File: src/rtl/sport_pkg.sv
// Package: shared offsets, frame state encoding and parity helper for the
// serial port. Assumes an 8-bit data bus and a 3-bit register offset.
package sport_pkg;

    localparam logic [2:0] OFF_DATA = 3'd0;
    localparam logic [2:0] OFF_IER  = 3'd1;
    localparam logic [2:0] OFF_IIR  = 3'd2;
    localparam logic [2:0] OFF_LCR  = 3'd3;
    localparam logic [2:0] OFF_MCR  = 3'd4;
    localparam logic [2:0] OFF_LSR  = 3'd5;
    localparam logic [2:0] OFF_MSR  = 3'd6;
    localparam logic [2:0] OFF_SCR  = 3'd7;

    localparam logic [2:0] CODE_LINE = 3'b110;
    localparam logic [2:0] CODE_RXD  = 3'b100;
    localparam logic [2:0] CODE_THRE = 3'b010;
    localparam logic [2:0] CODE_MDM  = 3'b000;

    typedef enum logic [2:0] {
        ST_IDLE,
        ST_START,
        ST_DATA,
        ST_PAR,
        ST_STOP
    } frame_state_t;

    // Parity bit for a word of 5 + wlen bits (upper bits masked off).
    function automatic logic frame_parity(input logic [7:0] d, input logic [1:0] wlen,
                                          input logic even, input logic stick);
        logic [7:0] mask;
        logic       ones;
        mask = 8'hFF >> (2'd3 - wlen);
        ones = ^(d & mask);
        if (stick) return !even;
        return even ? ones : !ones;
    endfunction

endpackage

File: src/rtl/sport_baud.sv
// Bit-clock generator: emits one tick every DIVISOR clocks (the 16x
// oversampling rate). Assumes divisor 0 means stopped.
module sport_baud #(
    parameter int DIV_W = 16
) (
    input  logic             clk,
    input  logic             rst_n,
    input  logic [DIV_W-1:0] divisor,
    output logic             tick
);
    logic [DIV_W-1:0] cnt_q;
    logic             at_end;

    // End of the divide window; never true while the divisor is zero.
    assign at_end = (divisor != '0) && (cnt_q >= divisor - DIV_W'(1));
    assign tick   = at_end;

    // Free-running divide counter, held at zero while stopped.
    always_ff @(posedge clk) begin
        if (!rst_n)              cnt_q <= '0;
        else if (divisor == '0)  cnt_q <= '0;
        else if (at_end)         cnt_q <= '0;
        else                     cnt_q <= cnt_q + DIV_W'(1);
    end
endmodule

File: src/rtl/sport_tx.sv
// Transmit shifter: takes a byte from the holding register on a tick while
// idle and sends start, data (LSB first), optional parity and stop bits,
// each OVS ticks long. Assumes the format is sampled at load time.
module sport_tx
    import sport_pkg::*;
#(
    parameter int OVS = 16
) (
    input  logic       clk,
    input  logic       rst_n,
    input  logic       tick,
    input  logic       load,
    input  logic [7:0] data,
    input  logic [1:0] wlen,
    input  logic       stop2,
    input  logic       par_en,
    input  logic       par_even,
    input  logic       par_stick,
    output logic       take,
    output logic       line,
    output logic       busy
);
    localparam int SUB_W = $clog2(OVS);

    frame_state_t     st_q;
    logic [SUB_W-1:0] sub_q;
    logic [2:0]       bitn_q, last_q;
    logic [7:0]       sh_q;
    logic             pbit_q, pen_q, two_q, second_q;
    logic             bit_end;

    assign take    = tick && (st_q == ST_IDLE) && load;
    assign bit_end = tick && (sub_q == SUB_W'(OVS - 1));
    assign busy    = (st_q != ST_IDLE);

    // Line level for the bit currently being sent.
    always_comb begin
        unique case (st_q)
            ST_START: line = 1'b0;
            ST_DATA:  line = sh_q[0];
            ST_PAR:   line = pbit_q;
            default:  line = 1'b1;
        endcase
    end

    // Frame sequencer: loads a byte, then steps through the bit positions.
    always_ff @(posedge clk) begin
        if (!rst_n) begin
            st_q <= ST_IDLE; sub_q <= '0; bitn_q <= '0; last_q <= '0; sh_q <= '0;
            pbit_q <= 1'b0; pen_q <= 1'b0; two_q <= 1'b0; second_q <= 1'b0;
        end else if (take) begin
            st_q     <= ST_START;
            sub_q    <= '0;
            sh_q     <= data;
            pbit_q   <= frame_parity(data, wlen, par_even, par_stick);
            last_q   <= {1'b0, wlen} + 3'd4;
            pen_q    <= par_en;
            two_q    <= stop2;
            second_q <= 1'b0;
        end else if (busy && tick) begin
            if (!bit_end) begin
                sub_q <= sub_q + SUB_W'(1);
            end else begin
                sub_q <= '0;
                unique case (st_q)
                    ST_START: begin st_q <= ST_DATA; bitn_q <= '0; end
                    ST_DATA: begin
                        sh_q <= sh_q >> 1;
                        if (bitn_q == last_q) st_q <= pen_q ? ST_PAR : ST_STOP;
                        else                  bitn_q <= bitn_q + 3'd1;
                    end
                    ST_PAR: st_q <= ST_STOP;
                    ST_STOP: begin
                        if (two_q && !second_q) second_q <= 1'b1;
                        else                    st_q <= ST_IDLE;
                    end
                    default: st_q <= ST_IDLE;
                endcase
            end
        end
    end
endmodule

File: src/rtl/sport_rx.sv
// Receive engine: finds a falling start edge (only after the line has been
// seen high), confirms it at mid-bit, samples each later bit at its middle
// and pulses done with data and error flags after the stop bit.
// Assumes the format is not changed during a frame.
module sport_rx
    import sport_pkg::*;
#(
    parameter int OVS = 16
) (
    input  logic       clk,
    input  logic       rst_n,
    input  logic       tick,
    input  logic       line,
    input  logic [1:0] wlen,
    input  logic       par_en,
    input  logic       par_even,
    input  logic       par_stick,
    output logic       done,
    output logic [7:0] data,
    output logic       perr,
    output logic       ferr
);
    localparam int SUB_W = $clog2(OVS);

    frame_state_t     st_q;
    logic [SUB_W-1:0] sub_q;
    logic [2:0]       bitn_q, last;
    logic [7:0]       sh_q, aligned;
    logic             prx_q, armed_q;

    assign last    = {1'b0, wlen} + 3'd4;
    assign aligned = sh_q >> (2'd3 - wlen);

    // Frame receiver and result register.
    always_ff @(posedge clk) begin
        if (!rst_n) begin
            st_q <= ST_IDLE; sub_q <= '0; bitn_q <= '0; sh_q <= '0; prx_q <= 1'b0;
            armed_q <= 1'b0; done <= 1'b0; data <= '0; perr <= 1'b0; ferr <= 1'b0;
        end else begin
            done <= 1'b0;
            unique case (st_q)
                ST_IDLE: begin
                    if (line) armed_q <= 1'b1;
                    if (tick && !line && armed_q) begin
                        st_q <= ST_START; sub_q <= '0; armed_q <= 1'b0;
                    end
                end
                ST_START: if (tick) begin
                    if (sub_q == SUB_W'(OVS / 2 - 1)) begin
                        sub_q <= '0;
                        if (line) st_q <= ST_IDLE;
                        else begin st_q <= ST_DATA; bitn_q <= '0; end
                    end else sub_q <= sub_q + SUB_W'(1);
                end
                default: if (tick) begin
                    if (sub_q != SUB_W'(OVS - 1)) begin
                        sub_q <= sub_q + SUB_W'(1);
                    end else begin
                        sub_q <= '0;
                        if (st_q == ST_DATA) begin
                            sh_q <= {line, sh_q[7:1]};
                            if (bitn_q == last) st_q <= par_en ? ST_PAR : ST_STOP;
                            else                bitn_q <= bitn_q + 3'd1;
                        end else if (st_q == ST_PAR) begin
                            prx_q <= line;
                            st_q  <= ST_STOP;
                        end else begin
                            done <= 1'b1;
                            data <= aligned;
                            ferr <= !line;
                            perr <= par_en &&
                                    (prx_q != frame_parity(aligned, wlen, par_even, par_stick));
                            st_q <= ST_IDLE;
                        end
                    end
                end
            endcase
        end
    end
endmodule

File: src/rtl/sport_top.sv
// Serial port register block: host register map, line and modem status,
// interrupt ranking and loopback routing around the baud, transmit and
// receive engines. Assumes one strobe per access and a synchronous host.
module sport_top
    import sport_pkg::*;
#(
    parameter int OVS  = 16,
    parameter int SYNC = 2
) (
    input  logic       clk,
    input  logic       rst_n,
    input  logic [2:0] addr,
    input  logic       wr_en,
    input  logic       rd_en,
    input  logic [7:0] wdata,
    output logic [7:0] rdata,
    output logic       irq,
    input  logic       ser_in,
    output logic       ser_out,
    input  logic       cts_in,
    input  logic       dsr_in,
    input  logic       ri_in,
    input  logic       dcd_in,
    output logic       dtr_out,
    output logic       rts_out,
    output logic       out1_out,
    output logic       out2_out
);
    localparam int DIV_W = 16;

    logic [7:0]      lcr_q, scr_q, dll_q, dlm_q, rbr_q, thr_q;
    logic [4:0]      mcr_q;
    logic [3:0]      ier_q, msr_now, msr_dlt, msr_raw, msr_chg;
    logic            thr_full, dr_q, oe_q, pe_q, fe_q, thre_int;
    logic [SYNC-1:0] sync_q;
    logic            dlab, loop, tick, tx_take, tx_line_raw, tx_line, tx_busy;
    logic            rx_line, rx_done, rx_perr, rx_ferr;
    logic [7:0]      rx_data, lsr_val, iir_val;
    logic            rls_p, rda_p, thr_p, ms_p, pending;
    logic [2:0]      code;
    logic            wr_thr, rd_rbr, rd_iir, rd_lsr, rd_msr;

    assign dlab   = lcr_q[7];
    assign loop   = mcr_q[4];
    assign wr_thr = wr_en && addr == OFF_DATA && !dlab;
    assign rd_rbr = rd_en && addr == OFF_DATA && !dlab;
    assign rd_iir = rd_en && addr == OFF_IIR;
    assign rd_lsr = rd_en && addr == OFF_LSR;
    assign rd_msr = rd_en && addr == OFF_MSR;

    sport_baud #(.DIV_W(DIV_W)) u_baud (
        .clk(clk), .rst_n(rst_n), .divisor({dlm_q, dll_q}), .tick(tick));

    sport_tx #(.OVS(OVS)) u_tx (
        .clk(clk), .rst_n(rst_n), .tick(tick), .load(thr_full), .data(thr_q),
        .wlen(lcr_q[1:0]), .stop2(lcr_q[2]), .par_en(lcr_q[3]), .par_even(lcr_q[4]),
        .par_stick(lcr_q[5]), .take(tx_take), .line(tx_line_raw), .busy(tx_busy));

    sport_rx #(.OVS(OVS)) u_rx (
        .clk(clk), .rst_n(rst_n), .tick(tick), .line(rx_line), .wlen(lcr_q[1:0]),
        .par_en(lcr_q[3]), .par_even(lcr_q[4]), .par_stick(lcr_q[5]),
        .done(rx_done), .data(rx_data), .perr(rx_perr), .ferr(rx_ferr));

    // Line routing: break forces space; loopback keeps the pin at mark.
    assign tx_line  = lcr_q[6] ? 1'b0 : tx_line_raw;
    assign ser_out  = loop ? 1'b1 : tx_line;
    assign rx_line  = loop ? tx_line : sync_q[SYNC-1];
    assign dtr_out  = !loop && mcr_q[0];
    assign rts_out  = !loop && mcr_q[1];
    assign out1_out = !loop && mcr_q[2];
    assign out2_out = !loop && mcr_q[3];

    // Handshake sources in status order {DCD, RI, DSR, CTS}.
    assign msr_raw = loop ? {mcr_q[3], mcr_q[2], mcr_q[0], mcr_q[1]}
                          : {dcd_in, ri_in, dsr_in, cts_in};
    assign msr_chg = {msr_raw[3] ^ msr_now[3], msr_now[2] & !msr_raw[2],
                      msr_raw[1] ^ msr_now[1], msr_raw[0] ^ msr_now[0]};

    // Interrupt ranking: line errors, data, transmit empty, modem.
    assign rls_p = ier_q[2] && (oe_q || pe_q || fe_q);
    assign rda_p = ier_q[0] && dr_q;
    assign thr_p = ier_q[1] && thre_int;
    assign ms_p  = ier_q[3] && (msr_dlt != '0);
    assign pending = rls_p || rda_p || thr_p || ms_p;
    always_comb begin
        if (rls_p)      code = CODE_LINE;
        else if (rda_p) code = CODE_RXD;
        else if (thr_p) code = CODE_THRE;
        else            code = CODE_MDM;
    end
    assign iir_val = pending ? {5'b0, code} : 8'h01;
    assign irq     = pending && mcr_q[3];
    assign lsr_val = {1'b0, !thr_full && !tx_busy, !thr_full, 1'b0, fe_q, pe_q, oe_q, dr_q};

    // Read multiplexer (no side effects here).
    always_comb begin
        unique case (addr)
            OFF_DATA: rdata = dlab ? dll_q : rbr_q;
            OFF_IER:  rdata = dlab ? dlm_q : {4'b0, ier_q};
            OFF_IIR:  rdata = iir_val;
            OFF_LCR:  rdata = lcr_q;
            OFF_MCR:  rdata = {3'b0, mcr_q};
            OFF_LSR:  rdata = lsr_val;
            OFF_MSR:  rdata = {msr_now, msr_dlt};
            default:  rdata = scr_q;
        endcase
    end

    // Host-written configuration registers.
    always_ff @(posedge clk) begin
        if (!rst_n) begin
            lcr_q <= '0; mcr_q <= '0; ier_q <= '0; scr_q <= '0;
            dll_q <= '0; dlm_q <= '0; thr_q <= '0;
        end else if (wr_en) begin
            unique case (addr)
                OFF_DATA: if (dlab) dll_q <= wdata; else thr_q <= wdata;
                OFF_IER:  if (dlab) dlm_q <= wdata; else ier_q <= wdata[3:0];
                OFF_LCR:  lcr_q <= wdata;
                OFF_MCR:  mcr_q <= wdata[4:0];
                OFF_SCR:  scr_q <= wdata;
                default:  ;
            endcase
        end
    end

    // Status flags: set by engines, cleared by host reads and writes.
    always_ff @(posedge clk) begin
        if (!rst_n) begin
            thr_full <= 1'b0; thre_int <= 1'b0; rbr_q <= '0;
            dr_q <= 1'b0; oe_q <= 1'b0; pe_q <= 1'b0; fe_q <= 1'b0;
            msr_now <= '0; msr_dlt <= '0; sync_q <= '1;
        end else begin
            sync_q <= {sync_q[SYNC-2:0], ser_in};
            if (tx_take) begin thr_full <= 1'b0; thre_int <= 1'b1; end
            if (wr_en && addr == OFF_IER && !dlab && wdata[1] && !ier_q[1] && !thr_full)
                thre_int <= 1'b1;
            if (rd_iir && pending && code == CODE_THRE) thre_int <= 1'b0;
            if (wr_thr) begin thr_full <= 1'b1; thre_int <= 1'b0; end
            if (rd_rbr) dr_q <= 1'b0;
            if (rd_lsr) begin oe_q <= 1'b0; pe_q <= 1'b0; fe_q <= 1'b0; end
            if (rx_done) begin
                rbr_q <= rx_data;
                dr_q  <= 1'b1;
                if (dr_q && !rd_rbr) oe_q <= 1'b1;
                if (rx_perr) pe_q <= 1'b1;
                if (rx_ferr) fe_q <= 1'b1;
            end
            msr_now <= msr_raw;
            msr_dlt <= (rd_msr ? 4'b0 : msr_dlt) | msr_chg;
        end
    end
endmodule

File: config.mk
export PLATFORM = sky130hd
export DESIGN_NAME = sport_top
export DESIGN_NICKNAME = d
export VERILOG_FILES = /design/src/rtl/sport_pkg.sv /design/src/rtl/sport_baud.sv /design/src/rtl/sport_tx.sv /design/src/rtl/sport_rx.sv /design/src/rtl/sport_top.sv
export SDC_FILE = /design/constraint.sdc
export NUM_CORES = 1
export LEC_CHECK = 0
export BUFFER_PORTS_ARGS = -buffer_cell sky130_fd_sc_hd__buf_2
export CORE_MARGIN = 1
export CORE_UTILIZATION = 40
export CTS_CLUSTER_SIZE = 14
export DETAILED_ROUTE_END_ITERATION = 8
export GPL_TIMING_DRIVEN = 0
export HOLD_SLACK_MARGIN = 0.12
export MAX_ROUTING_LAYER = met4
export PLACE_DENSITY = 0.56
export SLEW_MARGIN = 5
export SYNTH_ARGS = -nofsm -noshare
export SYNTH_HDL_FRONTEND = slang
export SYNTH_SLANG_ARGS = --single-unit
File: constraint.sdc
create_clock -name clk -period 3.3 [get_ports clk]
set_input_delay 0.495 -clock clk [delete_from_list [all_inputs] [get_ports clk]]
set_output_delay 0.495 -clock clk [all_outputs]
set_load 0.005 [all_outputs]
# Word level (Yosys, flattened, before mapping)
# Index checks and enable logic that the tools add are counted.
# word_totals
ff_bits	145
latchBits	0
ramBits	0
rom_bits	0
inputBits	20
elab_cells	283
mem_count	0
# classes
add_sub_neg	8
n_mul	0
div	0
order_cmp	1
n_eq_ne	34
shifts	2
mux	90
bitwise_logic	16
reduce_logical	94
# ops
operator	count
3-bit 2-to-1 mux	23
8-bit case mux with 7 select lines	1
8-bit 2-to-1 mux	6
1-bit 2-to-1 mux	44
1-bit logical AND	34
4-bit 2-to-1 mux	8
3-bit by 2-bit == test with 1-bit output (second input constant)	7
2-bit nonzero test	10
3-bit case mux with 2 select lines	3
3-bit AND reduction	6
16-bit by 1-bit adder with 16-bit output (second input constant)	1
8-bit AND	2
16-bit >= comparator	1
16-bit zero test	1
4-bit AND reduction	4
16-bit nonzero test	1
8-bit XOR reduction	2
16-bit by 1-bit subtractor with 16-bit output (second input constant)	1
3-bit == test (second input constant)	5
5-bit AND reduction	3
1-bit zero test	12
3-bit case mux with 4 select lines	1
2-bit inequality test (second input constant)	5
3-bit by 1-bit == test with 1-bit output (second input constant)	3
31 further kinds	61

# Longest topological paths before layout
# Gate-level depths: netlist of the first run.
# logic_depth
ltp_word	16
ltp_mapped	16
mapped_depth_nobuf	14

# Cells and area by module
# From an unflattened synthesis of the first run, not the netlist that was laid out.
# hier_totals
hier_cells	891
hier_area_um2	7925.1
# modules_own_cells
mod	n_inst	cells_per_inst	area_each_um2
sport_top	1	380	3539.6
sport_rx	1	204	1783.0
sport_baud	1	156	1337.5
sport_tx	1	151	1265.0

# Worst setup path before layout of the first run
# OpenSTA, ideal clock, no wires.
# synth_path
path_type	register to register
from	register dll_q[2]
to	register u_tx.st_q[1]
setup_time_ns	0.075
arrival_time_ns	3.414
required_ns	3.225
path_slack_ns	-0.189
stages_incl_launch_ff	16
path_buffers	1
synth_period_minus_slack_ns	3.489
path_cell_list	dfxtp_1 nor3_1 and3_1 nand2b_1 nor4_1 nand2b_1 nor4_1 xnor2_1 ha_1 nand4_1 a311oi_1 a2111o_1 buf_2 nand2_1 or4b_1 a31oi_1
# synth_between
elab_chain_len	6
# synth_rtl
item	line	text
start: declaration	sport_top.sv:31	logic [7:0] lcr_q, scr_q, dll_q, dlm_q, rbr_q, thr_q;
start signal: assignment	sport_top.sv:116	OFF_DATA: if (dlab) dll_q <= wdata; else thr_q <= wdata;
16-bit by 1-bit subtractor with 16-bit output	sport_baud.sv:15	assign at_end = (divisor != '0) && (cnt_q >= divisor - DIV_W'(1));
16-bit >= comparator	sport_baud.sv:15	
1-bit logical AND *	sport_baud.sv:15	
1-bit logical AND (2 in a row)	sport_tx.sv:32	assign take = tick && (st_q == ST_IDLE) && load;
2-bit OR reduction (no line)	n/a	
end signal: assignment	sport_tx.sv:69	if (bitn_q == last_q) st_q <= pen_q ? ST_PAR : ST_STOP;
end: declaration	sport_tx.sv:25	frame_state_t st_q;
# Mark *: on every way between the ends. The rest lies on a longest branch, timed or not.
# A chain may end at the register's enable or synchronous reset.

# Worst setup path in the final report of the first run
# layout_path
from	register dll_q[3]
to	register u_rx.data[5]
# layout_between
elab_chain_len	4
# layout_rtl
item	line	text
16-bit by 1-bit subtractor with 16-bit output	sport_baud.sv:15	
16-bit >= comparator	sport_baud.sv:15	
1-bit logical AND *	sport_baud.sv:15	
5-bit AND reduction (no line) *	n/a	
end signal: assignment	sport_rx.sv:69	data <= aligned;
end: declaration	sport_rx.sv:19	output logic [7:0] data,
# Marks and branches as above.

==> flow_metrics.py, run 1 <==
metrics = {
    "route": {
        "met1_length_um": 10500,
        "wirelength_um": 22100,
        "wl_met2_um": 10300,
        "drt_iter0_markers": 398,
        "avgRoutedWirePerCell_um": 18.0,
        "route.met3.wl_um": 811,
        "drc": 0,
        "postRouteAntennaNets": 0,
        "highest-signal-layer": "met4",
        "dr.pass1.iters": 5,
        "vias": 6787,
        "vias_per_cell": 5.54,
    },
    "power_and_ir_drop": {
        "internal-power_uw": 2910,
        "pwr-share-clk_pct": 49.3,
        "peakVddDrop_mv": 0.397,
        "power_density_nw_per_um2": 422,
        "pwr-share-seq_pct": 45.2,
        "p_switching_uw": 1030,
        "comb_power_share_pct": 5.5,
        "leakage_uw": 0.00357,
        "sw_frac_of_total_pct": 26.2,
    },
    "cts": {
        "cts_tree": "yes",
        "hold_buffers": 0,
        "clockBufferDepth": 2,
        "clkTransAtPathRegs_ps": 60,
        "clock-root-buffer": "clkbuf_16",
        "htree_levels": 4,
        "clock-sinks": 145,
        "numCtsBuffers": 17,
        "clk-insertion-delay-late_ps": 430,
    },
    "floorplanning": {
        "io_pins": 34,
        "start_util_pct": 41.4,
        "fp.dieArea_um2": 19400,
        "row_count": 49,
        "coreArea_um2": 18200,
        "die_width_um": 139,
        "die_h_um": 139,
    },
    "outcome": {
        "status": "complete, but fails checks",
        "violations": "negative setup slack",
    },
    "setup_path": {
        "worstPathRequired_ps": 3650,
        "crit_slowest_cell": "a2111o_1",
        "path_cells": "nor3_4, and3_4, nand2b_4, buf_4, nor2_1, xnor2_1, ha_1, a21oi_1, nor2b_1, o211ai_1, a2111o_1, buf_6, buf_6, and2_4, buf_6, a311oi_2",
        "worstPathArrival_ps": 3800,
        "critPathLaunchType": "flop",
        "worst-path-buf-inv": 4,
        "worst_setup_path_end_kind": "flop",
        "crit_top_cell": "buf_6",
        "crit_type": "reg -> reg",
        "crit_family": "compound AO/OA/AOI/OAI gates",
        "crit_path_max_incr_delay_ps": 530,
        "path_max_fanout": 5,
    },
    "final_layout": {
        "area_delta_synth_final_pct": 24.1,
        "regArea_um2": 2910,
        "fin_area_um2": 9350,
        "nNetsFinal": 1026,
        "drive_above_1_share_pct": 19.7,
        "diodes": 0,
        "multi_input_area_um2": 4680,
        "fill_cells": 1756,
    },
    "placed_design": {
        "routabilityCongestion": 0.931,
        "place_area_um2": 8000,
        "numPortBuffers": 31,
        "dpl.hpwl_um": 15500,
    },
    "timing": {
        "rsz0062_at_grt": "true",
        "tightest_slew_ps": 1030,
        "period_share_pct": 105,
        "finalHoldViolCount": 0,
        "timing.hold.ws_ps": 239,
        "period_minus_slack_ps": 3450,
        "finClkSkew_ps": 12.3,
        "slew_violations": 0,
        "setup_viol": 61,
        "setup_ws_ps": -153,
        "max_freq_mhz": 290,
        "maxSlewHeadroom_pct": 30.7,
    },
    "yosys": {
        "synth-seq-area-share_pct": 38.5,
        "yosysTopAreaCellShare_pct": 38.5,
        "avgSynthCellArea_um2": 8.39,
        "synth-edff-count": 0,
        "yosys_warnings": 0,
        "async_reset_ff_share_pct": 0,
        "ys_types": 70,
        "synth_ff_type": "dfxtp_1",
        "synth_common_cells": "dfxtp_1 (145), nand2_1 (117), nor2_1 (113)",
        "synthTopCellsByArea": "dfxtp_1 (39%), mux2i_1 (9.6%), nand2_1 (5.8%), nor2_1 (5.6%), a21oi_1 (4.5%)",
        "ys_ff_latch": 145,
        "synthCells": 898,
        "syn_area_um2": 7540,
        "synth_top_area_cell": "dfxtp_1",
        "syn_nets": 940,
        "yosysMostFrequentCell": "dfxtp_1",
    },
    "global_route": {
        "overflow": 0,
        "grt_max_degree": 17,
        "grt_usage_pct": 24.2,
        "grt_pass1_vias": 6508,
        "antenna_found_initial": 0,
        "grt_pass1_wl_um": 35400,
    },
    "hold_path": {
        "min_path_type": "in -> reg",
    },
    "flow_run": {
        "maxCapViolations": 0,
    },
}
[metrics by stage]
| stage | setup slack, ps | power, µW | TNS, ps | instances | utilization (%) |
|---|---|---|---|---|---|
| 3_3_place_gp | -780 | 2030 | -37230 | 1158 | 43.9 |
| 3_5_place_dp | -793 | 2030 | -38490 | 1158 | 43.9 |
| 4_1_cts | -252 | 3980 | -12320 | 1219 | 50.5 |
| 6_report | -153 | 3950 | -5440 | 1226 | 51.4 |
| 5_1_grt | -445 | 4070 | -25260 | 1226 | 51.4 |
| 2_1_floorplan | 11.7 | 1940 | 0 | 898 | - |
[routing by layer]
layer	GRT usage, %	vias to the layer above
li1	-	3331
met1	31.1	3295
met2	38.2	129
met3	4.37	32
met4	7.60	0
met5	-	-
[power groups by stage]
stage | Clock [µW] | Combinational, µW | Sequential [µW]
final | 1950 | 216 | 1780
after global routing | 2050 | 234 | 1790
after CTS | 1980 | 213 | 1780
after detailed placement | 0 | 205 | 1830
after global placement | 0 | 205 | 1830
after floorplan | 0 | 124 | 1820
[flip-flops by register name (all words and copies together), names as in the netlist, 4 cells and up]
| signal | cells |
|---|---|
| thr_q | 8 |
| msr_now | 4 |
| dlm_q | 8 |
| rbr_q | 8 |
| ier_q | 4 |
| msr_dlt | 4 |
| u_baud.cnt_q | 16 |
| u_tx.sh_q | 8 |
| lcr_q | 8 |
| dll_q | 8 |
| u_rx.sub_q | 4 |
| scr_q | 8 |
| mcr_q | 5 |
| u_tx.sub_q | 4 |
| u_rx.data | 8 |
| u_rx.sh_q | 8 |
[final cells by class]
cell class                      count  area share [%]
Inverter                           17           0.682
Clock buffer                       17            4.55
Buffer                             49            2.69
Clock inverter                     15            1.73
Sequential cell                   145            31.1
Multi-Input combinational cell    684            50.0
Tap cell                          229            3.06
Timing Repair Buffer               70            6.13
[layout by cell type, fill, tap and decap left out, drive strengths merged, types with 3 or more instances in the layout]
| master | count |
|---|---|
| dfxtp | 145 |
| nand2 | 117 |
| nor2 | 113 |
| buf | 85 |
| mux2i | 72 |
| a21oi | 69 |
| clkbuf | 51 |
| xnor2 | 33 |
| o21ai | 33 |
| nand3 | 33 |
| inv | 28 |
| ha | 22 |
| xor2 | 15 |
| nor3 | 13 |
| nand4 | 11 |
| nand2b | 11 |
| a211oi | 11 |
| nor2b | 10 |
| a31oi | 10 |
| or3 | 10 |
| and3 | 8 |
| mux2 | 7 |
| nand4b | 5 |
| a22oi | 5 |
| a21boi | 5 |
| and2 | 5 |
| o21a | 4 |
| a21o | 4 |
| nor4 | 4 |
| or4 | 4 |
| o221ai | 3 |
| o211ai | 3 |
| or3b | 3 |
| a311oi | 3 |
| and4 | 3 |
[worst reg2reg max path, delay by kind of cell (launching register included)]
kind | cells | cell delay, ps
AO/OA/AOI/OAI | 4 | 1110
AND/OR/NAND/NOR | 6 | 890
buffers and inverters | 4 | 570
flip-flops | 1 | 350
adder cells (fa/ha/maj) | 1 | 280
XOR/XNOR | 1 | 140
[final timing paths]
kind                               from                         to  slack, ps  depth (start not counted)
setup / recovery  dll_q[3]$_SDFFE_PN0P_  u_rx.data[5]$_SDFFE_PN0P_       -150                         16
hold reg to reg    sync_q[0]$_SDFF_PN1_       sync_q[1]$_SDFF_PN1_        410                          1
hold / removal                   ser_in       sync_q[0]$_SDFF_PN1_        240                          2
setup reg to reg  dll_q[3]$_SDFFE_PN0P_  u_rx.data[5]$_SDFFE_PN0P_       -150                         16
[cells by family (layout without fill, tap and decap cells)]
| kind of cell | count (synthesis) | after routing | share of synthesized area [%] |
|---|---|---|---|
| simple gates | 362 | 362 | 22.8 |
| mux | 81 | 81 | 11.2 |
| flops | 145 | 145 | 38.5 |
| buf+inv | 69 | 168 | 3.80 |
| xor+xnor | 50 | 50 | 6.17 |
| compound gates | 169 | 169 | 13.9 |
| fa+ha+maj | 22 | 22 | 3.65 |
[repair_timing]
| action | in CTS | in global routing |
|---|---|---|
| gates cloned | 4 | 0 |
| resized for setup | 99 | 28 |
| buffers inserted | 28 | 7 |
| pin swaps | 52 | 21 |
| hold endpoints to repair | 0 | 0 |
| endpoints found under the setup margin | 74 | 74 |
(Power assumes the default switching activity.)
==> run 2, diff against run 1 <==
PLACE_DENSITY = unset   (was 0.56)
PLACE_DENSITY_LB_ADDON = 0.2   (was unset)
==> run 2 against run 1 <==
  * The run still ends with negative setup slack left
  * Worst setup slack got worse by 5.1 ps
  * Highest routed layer unchanged
  * First-iteration DRC count is 4.5% higher
  * Clock power decreased by 6%
  * Fmax fell by 0.15%
  * Clock skew shrank 1.8 ps
  * Largest power group unchanged
  * Largest cell class unchanged
  * Hold slack improved by 17 ps
==> flow_metrics.py, run 2 (synthesized netlist as in run 1, its figures left out) <==
metrics = {
    "global_route": {
        "grt_max_degree": 17,
        "grt_pass1_vias": 6211,
        "grt_pass1_wl_um": 34300,
        "overflow": 0,
        "antenna_found_initial": 0,
        "grt_usage_pct": 23.6,
    },
    "outcome": {
        "violations": "negative setup slack",
        "status": "complete, but fails checks",
    },
    "timing": {
        "setup_viol": 69,
        "setup_ws_ps": -158,
        "slew_violations": 0,
        "period_share_pct": 105,
        "period_minus_slack_ps": 3460,
        "finalHoldViolCount": 0,
        "finClkSkew_ps": 10.5,
        "tightest_slew_ps": 1010,
        "rsz0062_at_grt": "true",
        "maxSlewHeadroom_pct": 32.2,
        "max_freq_mhz": 289,
    },
    "floorplanning": {
        "die_h_um": 139,
        "die_width_um": 139,
        "row_count": 49,
        "coreArea_um2": 18200,
        "fp.dieArea_um2": 19400,
        "io_pins": 34,
        "start_util_pct": 41.4,
    },
    "final_layout": {
        "max_flop_register": "u_baud.cnt_q",
        "area_delta_synth_final_pct": 23.3,
        "final_cell_count_no_fill": 1226,
        "largest_reg_flops": 16,
        "diodes": 0,
        "layout_common_cells": "dfxtp_1 (142), nand2_1 (112), nor2_1 (96), mux2i_1 (71), a21oi_1 (58)",
        "drive_above_1_share_pct": 19.9,
        "layout_commonest_cell": "dfxtp_1",
        "post-route-util_pct": 51.0,
        "nNetsFinal": 1027,
    },
    "setup_path": {
        "worst_setup_path_end_kind": "flop",
        "rrSetupSlack_ps": -160,
        "worst_r2r_path_depth": 17,
        "worstPathRequired_ps": 3600,
        "crit_end": "u_tx.last_q[0]$_SDFFE_PN0P_",
        "timing.rr.start": "dll_q[3]$_SDFFE_PN0P_",
        "critPathLaunch": "dll_q[3]$_SDFFE_PN0P_",
        "path_max_fanout": 5,
        "reg2reg_to": "u_tx.last_q[0]$_SDFFE_PN0P_",
        "worstPathArrival_ps": 3760,
        "crit_type": "reg -> reg",
        "critPathLaunchType": "flop",
    },
    "cts": {
        "numCtsBuffers": 17,
        "clkTransAtPathRegs_ps": 60,
        "clockBufferDepth": 2,
        "clock-root-buffer": "clkbuf_16",
        "htree_levels": 4,
        "clock-sinks": 145,
        "cts_tree": "yes",
        "clk-insertion-delay-late_ps": 430,
    },
    "power_and_ir_drop": {
        "internal-power_uw": 2890,
        "p_switching_uw": 945,
        "peakVddDrop_mv": 0.366,
        "power_density_nw_per_um2": 413,
        "pwr-share-seq_pct": 46.5,
        "comb_power_share_pct": 5.6,
        "pwr-share-clk_pct": 47.8,
        "leakage_uw": 0.00353,
        "sw_frac_of_total_pct": 24.6,
    },
    "route": {
        "vias_per_cell": 5.48,
        "dr.pass1.iters": 5,
        "avgRoutedWirePerCell_um": 17.9,
        "drc": 0,
        "wirelength_um": 22000,
        "drt_iter0_markers": 416,
        "postRouteAntennaNets": 0,
        "vias": 6722,
    },
    "hold_path": {
        "min_from": "ser_in",
        "min_path_type": "in -> reg",
    },
    "placed_design": {
        "dp_worst_setup_slack_ps": -754,
        "dp.cells": 1158,
        "routabilityCongestion": 0.980,
        "dpl.hpwl_um": 15200,
        "numPortBuffers": 31,
    },
    "flow_run": {
        "maxCapViolations": 0,
    },
}
## run 2: repair_timing
item                                    in CTS  in global routing
setup buffers                               25                 14
hold buffers                                 0                  0
gates cloned                                 3                  1
resized for setup                           72                 62
hold endpoints to repair                     0                  0
endpoints found under the setup margin      74                 74
pin swaps                                   50                 30
## run 2: power by group through the flow
stage | clock network [µW] | registers (µW) | logic, µW
2_1_floorplan | 0 | 1820 | 124
3_3_place_gp | 0 | 1830 | 205
3_5_place_dp | 0 | 1830 | 205
4_1_cts | 1870 | 1780 | 212
5_1_grt | 1940 | 1790 | 234
6_report | 1840 | 1790 | 216
## run 2: worst min-delay path by stage
stage | end | slack (ps) | depth (start not counted)
after floorplan | sync_q[1]$_SDFF_PN1_ | 390 | 1
after global placement | sync_q[1]$_SDFF_PN1_ | 390 | 1
after detailed placement | sync_q[1]$_SDFF_PN1_ | 410 | 1
after CTS | sync_q[0]$_SDFF_PN1_ | 240 | 2
after global routing | sync_q[0]$_SDFF_PN1_ | 270 | 2
final | sync_q[0]$_SDFF_PN1_ | 260 | 2
## run 2: worst max-delay path: stages, from the launching register on
cell      delay [ps]
dfxtp_4          350
nor3_4           180
and3_4           220
nand2b_4          70
nor4_4           190
nand2b_1         150
nor4_2           180
xnor2_1          130
ha_1             310
nand4_1          130
a311oi_1         270
a2111o_1         300
buf_6            160
nand4_1          120
buf_4            210
buf_6            130
mux2i_2          170
nor2_1            60
## run 2: routing by layer
layer  global-route usage [%]  up-vias  wire length [µm]
li1                         -     3338                 -
met1                     30.2     3206             10200
met2                     37.2      148             10400
met3                     4.06       30               980
met4                     9.01        0               439
met5                        -        -                 0
## run 2: layout make-up
type	instances	area, µm²
plain buffers	49	253
clock buffers	19	443
clock inverters	12	111
fillers	1726	8920
inverters	17	63.8
multi-input cells	684	4680
flip-flops and latches	145	2910
well taps	229	287
repair buffers	71	546
## run 2: metrics by stage
stage               hold slack (ps)  setup TNS, ps  cell area, µm²  power (µW)
floorplan                       386              0            7560        1940
global placement                388         -37090            8000        2030
detailed placement              410         -36690            8000        2030
CTS                             244         -10680            8970        3870
global route                    266         -18450            9290        3960
finish                          256          -6030            9290        3840
